===== src/rtl/bus_irq_pkg.sv =====
package bus_irq_pkg;
  localparam int unsigned DATA_W   = 32;
  localparam int unsigned IDX_GIE  = 7;
  localparam int unsigned IDX_STAT = 8;
  localparam int unsigned IDX_EN   = 10;
  localparam int unsigned IDX_SRST = 16;
  localparam int unsigned GIE_BIT  = 31;
  localparam logic [DATA_W-1:0] SRST_KEY = 32'h0000_000A;

  typedef enum logic [2:0] {
    SRC_ARB_LOST  = 3'd0,
    SRC_TX_ERR    = 3'd1,
    SRC_TXQ_EMPTY = 3'd2,
    SRC_RXQ_FULL  = 3'd3,
    SRC_BUS_IDLE  = 3'd4,
    SRC_SEL       = 3'd5,
    SRC_DESEL     = 3'd6,
    SRC_TXQ_HALF  = 3'd7
  } src_idx_e;

  typedef struct packed {
    logic gie;
    logic stat;
    logic en;
    logic srst;
  } reg_sel_t;
endpackage


===== src/rtl/bus_irq_access.sv =====
module bus_irq_access
  import bus_irq_pkg::*;
#(
  parameter int unsigned ADDR_W  = 6,
  parameter int unsigned NUM_SRC = 8
) (
  input  logic              wr_en_i,
  input  logic              rd_en_i,
  input  logic [ADDR_W-1:0] addr_i,
  input  logic [NUM_SRC-1:0] stat_i,
  input  logic [NUM_SRC-1:0] en_i,
  input  logic              gie_i,
  output reg_sel_t          wsel_o,
  output logic [DATA_W-1:0] rdata_o
);
  reg_sel_t hit;

  always_comb begin
    hit.gie  = (addr_i == ADDR_W'(IDX_GIE));
    hit.stat = (addr_i == ADDR_W'(IDX_STAT));
    hit.en   = (addr_i == ADDR_W'(IDX_EN));
    hit.srst = (addr_i == ADDR_W'(IDX_SRST));
  end

  always_comb begin
    wsel_o.gie  = wr_en_i & hit.gie;
    wsel_o.stat = wr_en_i & hit.stat;
    wsel_o.en   = wr_en_i & hit.en;
    wsel_o.srst = wr_en_i & hit.srst;
  end

  always_comb begin
    rdata_o = '0;
    if (rd_en_i) begin
      if (hit.gie)  rdata_o[GIE_BIT]     = gie_i;
      if (hit.stat) rdata_o[NUM_SRC-1:0] = stat_i;
      if (hit.en)   rdata_o[NUM_SRC-1:0] = en_i;
    end
  end
endmodule


===== src/rtl/bus_irq_status.sv =====
module bus_irq_status #(
  parameter int unsigned NUM_SRC = 8
) (
  input  logic               clk,
  input  logic               rst,
  input  logic               clr_i,
  input  logic               tog_we_i,
  input  logic [NUM_SRC-1:0] tog_bits_i,
  input  logic [NUM_SRC-1:0] src_i,
  output logic [NUM_SRC-1:0] stat_o
);
  for (genvar k = 0; k < NUM_SRC; k++) begin : g_bit
    logic bit_q;
    logic flip;
    assign flip = tog_we_i & tog_bits_i[k];
    always_ff @(posedge clk) begin
      if (rst || clr_i) bit_q <= 1'b0;
      else              bit_q <= (bit_q ^ flip) | src_i[k];
    end
    assign stat_o[k] = bit_q;
  end
endmodule


===== src/rtl/bus_irq_softrst.sv =====
module bus_irq_softrst
  import bus_irq_pkg::*;
#(
  parameter int unsigned RST_CYCLES = 4
) (
  input  logic              clk,
  input  logic              rst,
  input  logic              we_i,
  input  logic [DATA_W-1:0] wdata_i,
  output logic              pulse_o
);
  localparam int unsigned CNT_W = $clog2(RST_CYCLES + 1);
  logic [CNT_W-1:0] cnt_q, cnt_n;
  logic             pulse_q;

  always_comb begin
    cnt_n = cnt_q;
    if (cnt_q != '0)                           cnt_n = cnt_q - 1'b1;
    else if (we_i && (wdata_i == SRST_KEY))    cnt_n = CNT_W'(RST_CYCLES);
  end

  always_ff @(posedge clk) begin
    if (rst) begin
      cnt_q   <= '0;
      pulse_q <= 1'b0;
    end else begin
      cnt_q   <= cnt_n;
      pulse_q <= (cnt_n != '0);
    end
  end

  assign pulse_o = pulse_q;
endmodule


===== src/rtl/bus_irq_regs.sv =====
module bus_irq_regs
  import bus_irq_pkg::*;
#(
  parameter int unsigned ADDR_W     = 6,
  parameter int unsigned NUM_SRC    = 8,
  parameter int unsigned RST_CYCLES = 4
) (
  input  logic               clk,
  input  logic               rst,
  input  logic               wr_en_i,
  input  logic               rd_en_i,
  input  logic [ADDR_W-1:0]  addr_i,
  input  logic [31:0]        wdata_i,
  output logic [31:0]        rdata_o,
  input  logic [NUM_SRC-1:0] src_i,
  output logic               irq_o,
  output logic               prst_o
);
  reg_sel_t           wsel;
  logic [NUM_SRC-1:0] stat_q;
  logic [NUM_SRC-1:0] en_q;
  logic               gie_q;
  logic               pulse;
  logic [DATA_W-1:0]  rd_mux;
  logic [DATA_W-1:0]  rdata_q;
  logic               irq_q;

  bus_irq_access #(.ADDR_W(ADDR_W), .NUM_SRC(NUM_SRC)) u_access (
    .wr_en_i (wr_en_i),
    .rd_en_i (rd_en_i),
    .addr_i  (addr_i),
    .stat_i  (stat_q),
    .en_i    (en_q),
    .gie_i   (gie_q),
    .wsel_o  (wsel),
    .rdata_o (rd_mux)
  );

  bus_irq_status #(.NUM_SRC(NUM_SRC)) u_status (
    .clk        (clk),
    .rst        (rst),
    .clr_i      (pulse),
    .tog_we_i   (wsel.stat),
    .tog_bits_i (wdata_i[NUM_SRC-1:0]),
    .src_i      (src_i),
    .stat_o     (stat_q)
  );

  bus_irq_softrst #(.RST_CYCLES(RST_CYCLES)) u_softrst (
    .clk     (clk),
    .rst     (rst),
    .we_i    (wsel.srst),
    .wdata_i (wdata_i),
    .pulse_o (pulse)
  );

  always_ff @(posedge clk) begin
    if (rst || pulse) begin
      en_q  <= '0;
      gie_q <= 1'b0;
    end else begin
      if (wsel.en)  en_q  <= wdata_i[NUM_SRC-1:0];
      if (wsel.gie) gie_q <= wdata_i[GIE_BIT];
    end
  end

  always_ff @(posedge clk) begin
    if (rst) begin
      rdata_q <= '0;
      irq_q   <= 1'b0;
    end else begin
      rdata_q <= rd_mux;
      irq_q   <= gie_q & (|(stat_q & en_q));
    end
  end

  assign rdata_o = rdata_q;
  assign irq_o   = irq_q;
  assign prst_o  = pulse;
endmodule


===== config.mk =====
export PLATFORM = sky130hd
export DESIGN_NAME = bus_irq_regs
export DESIGN_NICKNAME = d
export VERILOG_FILES = /design/src/rtl/bus_irq_pkg.sv /design/src/rtl/bus_irq_access.sv /design/src/rtl/bus_irq_status.sv /design/src/rtl/bus_irq_softrst.sv /design/src/rtl/bus_irq_regs.sv
export SDC_FILE = /design/constraint.sdc
export NUM_CORES = 1
export LEC_CHECK = 0
export BUFFER_PORTS_ARGS = -buffer_cell sky130_fd_sc_hd__buf_2
export CAP_MARGIN = 0
export CORE_ASPECT_RATIO = 1.1
export CORE_MARGIN = 3
export CORE_UTILIZATION = 35
export CTS_CLUSTER_DIAMETER = 60
export DETAILED_ROUTE_END_ITERATION = 7
export PLACE_DENSITY = 0.78
export SYNTH_ARGS = -nofsm -noshare
export SYNTH_HDL_FRONTEND = slang
export SYNTH_SLANG_ARGS = --single-unit

===== constraint.sdc =====
create_clock -name clk -period 1.52 [get_ports clk]
set_input_delay 0.228 -clock clk [delete_from_list [all_inputs] [get_ports clk]]
set_output_delay 0.228 -clock clk [all_outputs]
set_load 0.005 [all_outputs]

# After elaboration in Yosys (flattened, before gate mapping)
# Index checks and enable logic that the tools add are counted.
# totals
wordCells	65
inputBits	50
output_inout_bits	34
reg_bits	54
# op_classes
eq_ne	5
add_sub_neg	1
n_mux	4
reduce_logical	7
bitwise	32
# op_table
cell	count
== test 32 x 4 -> 1 bit, second input constant	1
2-to-1 mux 8 bit	2
AND 1 bit	13
== test 6 x 4 -> 1 bit, second input constant	2
AND 8 bit	1
bitwise OR 1 bit	8
OR reduction 8 bit	1
bitwise XOR 1 bit	8
== test 6 x 3 -> 1 bit, second input constant	1
== test 6 x 5 -> 1 bit, second input constant	1
2-to-1 mux 3 bit	2
nonzero test 3 bit	2
OR reduction 3 bit	1
subtractor 3 x 1 -> 3 bit, second input constant	1
NOT 1 bit	2
OR reduction 2 bit	1
logical AND 1 bit	1
logical OR 1 bit	1

# Depth between registers and ports, before layout
# depth
word_depth	6
ltp_mapped	6

# Cells and area by module
# From an unflattened synthesis, not the netlist that was laid out.
# unflattened
hier_cells	238
hier_area_um2	2476.1
# by_module_without_submodules
module	seq_area_each_um2	cells_per_inst	n_inst	area_per_inst_um2
bus_irq_regs	840.8	104	1	1249.9
bus_irq_status	160.2	43	1	504.2
bus_irq_access	0.0	55	1	396.6
bus_irq_softrst	80.1	36	1	325.3

# Least setup slack after synthesis
# OpenSTA, ideal clock, no wires.
# synth_timing
path_type	reg2reg
startpoint	register u_softrst.cnt_q[0]
endpoint	register u_softrst.pulse_q (netlist: u_softrst.pulse_o)
required_ns	1.450
t_arrival_ns	1.366
setup_ns	0.070
n_path_buf	0
setup_slack_ns	0.084
stages_incl_launch_ff	7
path_cell_list	dfxtp_1 -> inv_1 -> ha_1 -> and2b_1 -> nand4_1 -> or3_1 -> a21oi_1
# synth_between
elab_chain_cells	3
word_cells_on_any_way	5
cone_classes	1 x add/sub; 2 x mux; 2 x reduce/logical
# synth_rtl
element	line_no	source
start, declared	bus_irq_softrst.sv:13	logic [CNT_W-1:0] cnt_q, cnt_n;
start signal, assigned	bus_irq_softrst.sv:27	cnt_q <= cnt_n;
subtractor 3 x 1 -> 3 bit (tied with other cells)	bus_irq_softrst.sv:18	if (cnt_q != '0) cnt_n = cnt_q - 1'b1;
2-to-1 mux 3 bit (*)	bus_irq_softrst.sv:18	
nonzero test 3 bit (*)	bus_irq_softrst.sv:28	pulse_q <= (cnt_n != '0);
end signal, assigned	bus_irq_softrst.sv:28	
end, declared	bus_irq_softrst.sv:14	logic pulse_q;
# Every way passes the cells marked *; elsewhere a longest branch is shown, timed or not.
# A chain may end at the register's enable or synchronous reset.

# Worst setup path in the final report
# Ends and elaborated chain as after synthesis.

==> impl_metrics.tcl <==
set metrics [dict create \
    status "completed" \
    r2r-start "u_softrst.cnt_q[0]" \
    final_layout_size_suffix_gt1_frac 0.3739 \
    globalRouteOverflowTotal 0 \
    wl_um 3870 \
    cts_setup_buffers 0 \
    first_iter_violations 102 \
    fill_cells 446 \
    grt_first_pass_wirelength_um 6051 \
    io_buffer_count 60 \
    cp_num_buf_inv 2 \
    power_density_nw_per_um2 1136 \
    rows 25 \
    synth_cells 167 \
    wire_per_inst_um 13.25 \
    cts_tree "yes" \
    grt_max_degree 11 \
    core_um2 4379 \
    synth_seq_cells 31 \
    clockBufferDepth 2 \
    final_max_slew_viol_count 0 \
    crit_path_end_kind "flop" \
    synth_flop_cell "dfxtp_1" \
    rsz0062_at_grt "false" \
    syn_area_um2 1614 \
    ys_warn_count 0 \
    clock_skew_ns 0.003839 \
    dp_hpwl_um 3090 \
    clkSlewWorstSetupHoldPaths_ns 0.06 \
    yosysMostFrequentCell "dfxtp_1" \
    grt_pass1_vias 1310 \
    fin_crit_sh 0.9194 \
    synthTopCellsByCount "dfxtp_1, buf_4, nor2_1" \
    initial_core_util 0.3686 \
    routabilityCongestion 0.8184 \
    ir_drop_uv 422.6 \
    synth_top_area_cell "dfxtp_1" \
    finalHoldViolations 0 \
    max_stage_delay_ns 0.37 \
    ff2ff_path_depth 7 \
    ant_nets 0 \
    via_per_inst 4.846 \
    die_h_um 77.23 \
    synth-edff-count 0 \
    n_antenna_cell 0 \
    fmax_ghz 0.7156 \
    rr_endpoint "u_softrst.pulse_o" \
    grt.total_usage 0.1393 \
    syn2layout_area_growth_pct 27.60 \
    post-route-min-period_ns 1.397 \
    hold_end "u_status.g_bit[7].bit_q" \
    drcViolationCount 0 \
    hold_path.class "in -> reg" \
    p_leak_nw 0.9418 \
    drt_first_pass_iters 4 \
    hold_start "src_i[7]" \
    crit_arrival_ns 1.56 \
    fp.dieW_um 70.75 \
    r2r_slack_ns 0.12 \
    netlist_top_cells_area "dfxtp_1, mux2i_1, buf_4" \
    power_mw 2.339 \
    avgSynthCellArea_um2 9.665 \
    clkLatencyLatePin_ns 0.27 \
    post-place-ws_ns -0.04420 \
    synth-seq-area-share 0.3845 \
    async_flop_share 0 \
    path_class "reg -> reg" \
    cp.required_ns 1.68 \
    num-nets-final 290 \
    synth_cell_type_count 30 \
    cts_buffers 5 \
    cts.sink_count 31 \
    ios 84 \
    critPathMaxFanout 3 \
    holdPathStages 2 \
    die-area_um2 5464 \
    cp_slowest_cell "dfxtp_1" \
    vias 1415 \
    setup_viol 0 \
    htree_levels 2 \
    antenna_found_initial 0 \
    path_cells "inv_2, buf_4, ha_1, nor3_2, a21oi_1, o22ai_1, a21oi_2" \
    start_kind "flop" \
    cap_violations 0 \
    crit_family "flip-flops" \
    netlist.area_leader.share 0.3845 \
    root_buffer "clkbuf_8" \
    fin_ws_ns 0.1226 \
]
[worst register-to-register path, stage by stage (launching register included)]
cell,delay [ns]
dfxtp_1,0.37
inv_2,0.07
buf_4,0.14
ha_1,0.25
nor3_2,0.14
a21oi_1,0.06
o22ai_1,0.21
a21oi_2,0.07
[worst max path at each step]
stage,cells past startpoint,start,endpoint
after floorplan,6,u_softrst.cnt_q[0],u_softrst.pulse_o
after global placement,5,wdata_i[0],u_softrst.pulse_o
after detailed placement,5,wdata_i[0],u_softrst.pulse_o
after CTS,6,u_softrst.cnt_q[1],u_softrst.pulse_o
after global routing,7,u_softrst.cnt_q[0],u_softrst.pulse_o
final,7,u_softrst.cnt_q[0],u_softrst.pulse_o
[layout make-up]
| class | instances | area, µm² | share of cell area |
|---|---|---|---|
| repair buffers | 69 | 367.9 | 0.1786 |
| inverters | 3 | 11.26 | 0.005468 |
| multi-input cells | 128 | 904.6 | 0.4392 |
| clock buffers | 6 | 82.58 | 0.04010 |
| flip-flops and latches | 31 | 620.6 | 0.3013 |
| well taps | 54 | 67.56 | 0.03281 |
| clock inverters | 1 | 5.005 | 0.002430 |
[power by group]
| group | total (mW) | internal [mW] | switching (mW) |
|---|---|---|---|
| sequential | 0.997 | 0.908 | 0.0887 |
| clock | 0.643 | 0.355 | 0.288 |
| combinational | 0.699 | 0.363 | 0.336 |
[placed cells by master (no fill, tap or decap), drive strengths merged, types with 3 or more instances in the layout]
| master | instances |
|---|---|
| a21oi | 4 |
| buf | 69 |
| clkbuf | 6 |
| conb | 23 |
| dfxtp | 31 |
| inv | 3 |
| mux2i | 18 |
| nand2 | 3 |
| nand4b | 9 |
| nor2 | 20 |
| nor3 | 4 |
| nor4 | 7 |
| nor4b | 5 |
| o21a | 8 |
| xnor2 | 9 |
[through the flow]
| stage | instances | cell area, µm² | util | setup TNS (ns) | hold slack, ns |
|---|---|---|---|---|---|
| finish | 292 | 2059 | 0.4703 | 0 | 0.1596 |
| global route | 292 | 2059 | 0.4703 | 0 | 0.1583 |
| CTS | 292 | 2029 | 0.4634 | 0 | 0.1578 |
| detailed placement | 285 | 1942 | 0.4434 | -0.04420 | 0.4453 |
| global placement | 285 | 1942 | 0.4434 | 0 | 0.4362 |
| floorplan | 189 | 1697 | - | 0 | 0.3044 |
[flip-flops by register name, indices dropped and copies added (netlist names)]
| name | cells |
|---|---|
| u_status.g_bit.bit_q | 8 |
| u_softrst.cnt_q | 3 |
| en_q | 8 |
| irq_o | 1 |
| u_softrst.pulse_o | 1 |
| rdata_o | 9 |
| gie_q | 1 |
[per-layer routing]
| layer | GRT usage | vias up | share of wire |
|---|---|---|---|
| met5 | 0 | - | 0 |
| met4 | 0.05639 | 0 | 0.020 |
| met3 | 0.03801 | 10 | 0.070 |
| met2 | 0.2338 | 59 | 0.52 |
| met1 | 0.1657 | 657 | 0.39 |
| li1 | - | 689 | - |
[cell families (layout without fill, tap and decap cells)]
kind of cell / after synthesis / in the layout / share of synthesized area
AND/OR/NAND/NOR: 58 / 58 / 0.2333
XOR/XNOR: 9 / 9 / 0.04884
adder cells (fa/ha/maj): 2 / 2 / 0.01550
AO/OA/AOI/OAI: 18 / 18 / 0.07907
flip-flops: 31 / 31 / 0.3845
buffers and inverters: 30 / 79 / 0.1248
other: 1 / 23 / 0.002323
multiplexers: 18 / 18 / 0.1116
[what timing repair did]
item                                    in CTS  in global routing
endpoints found under the setup margin       0                  2
resized for setup                            0                  8
hold buffers                                 0                  0
(Power assumes the default switching activity.)
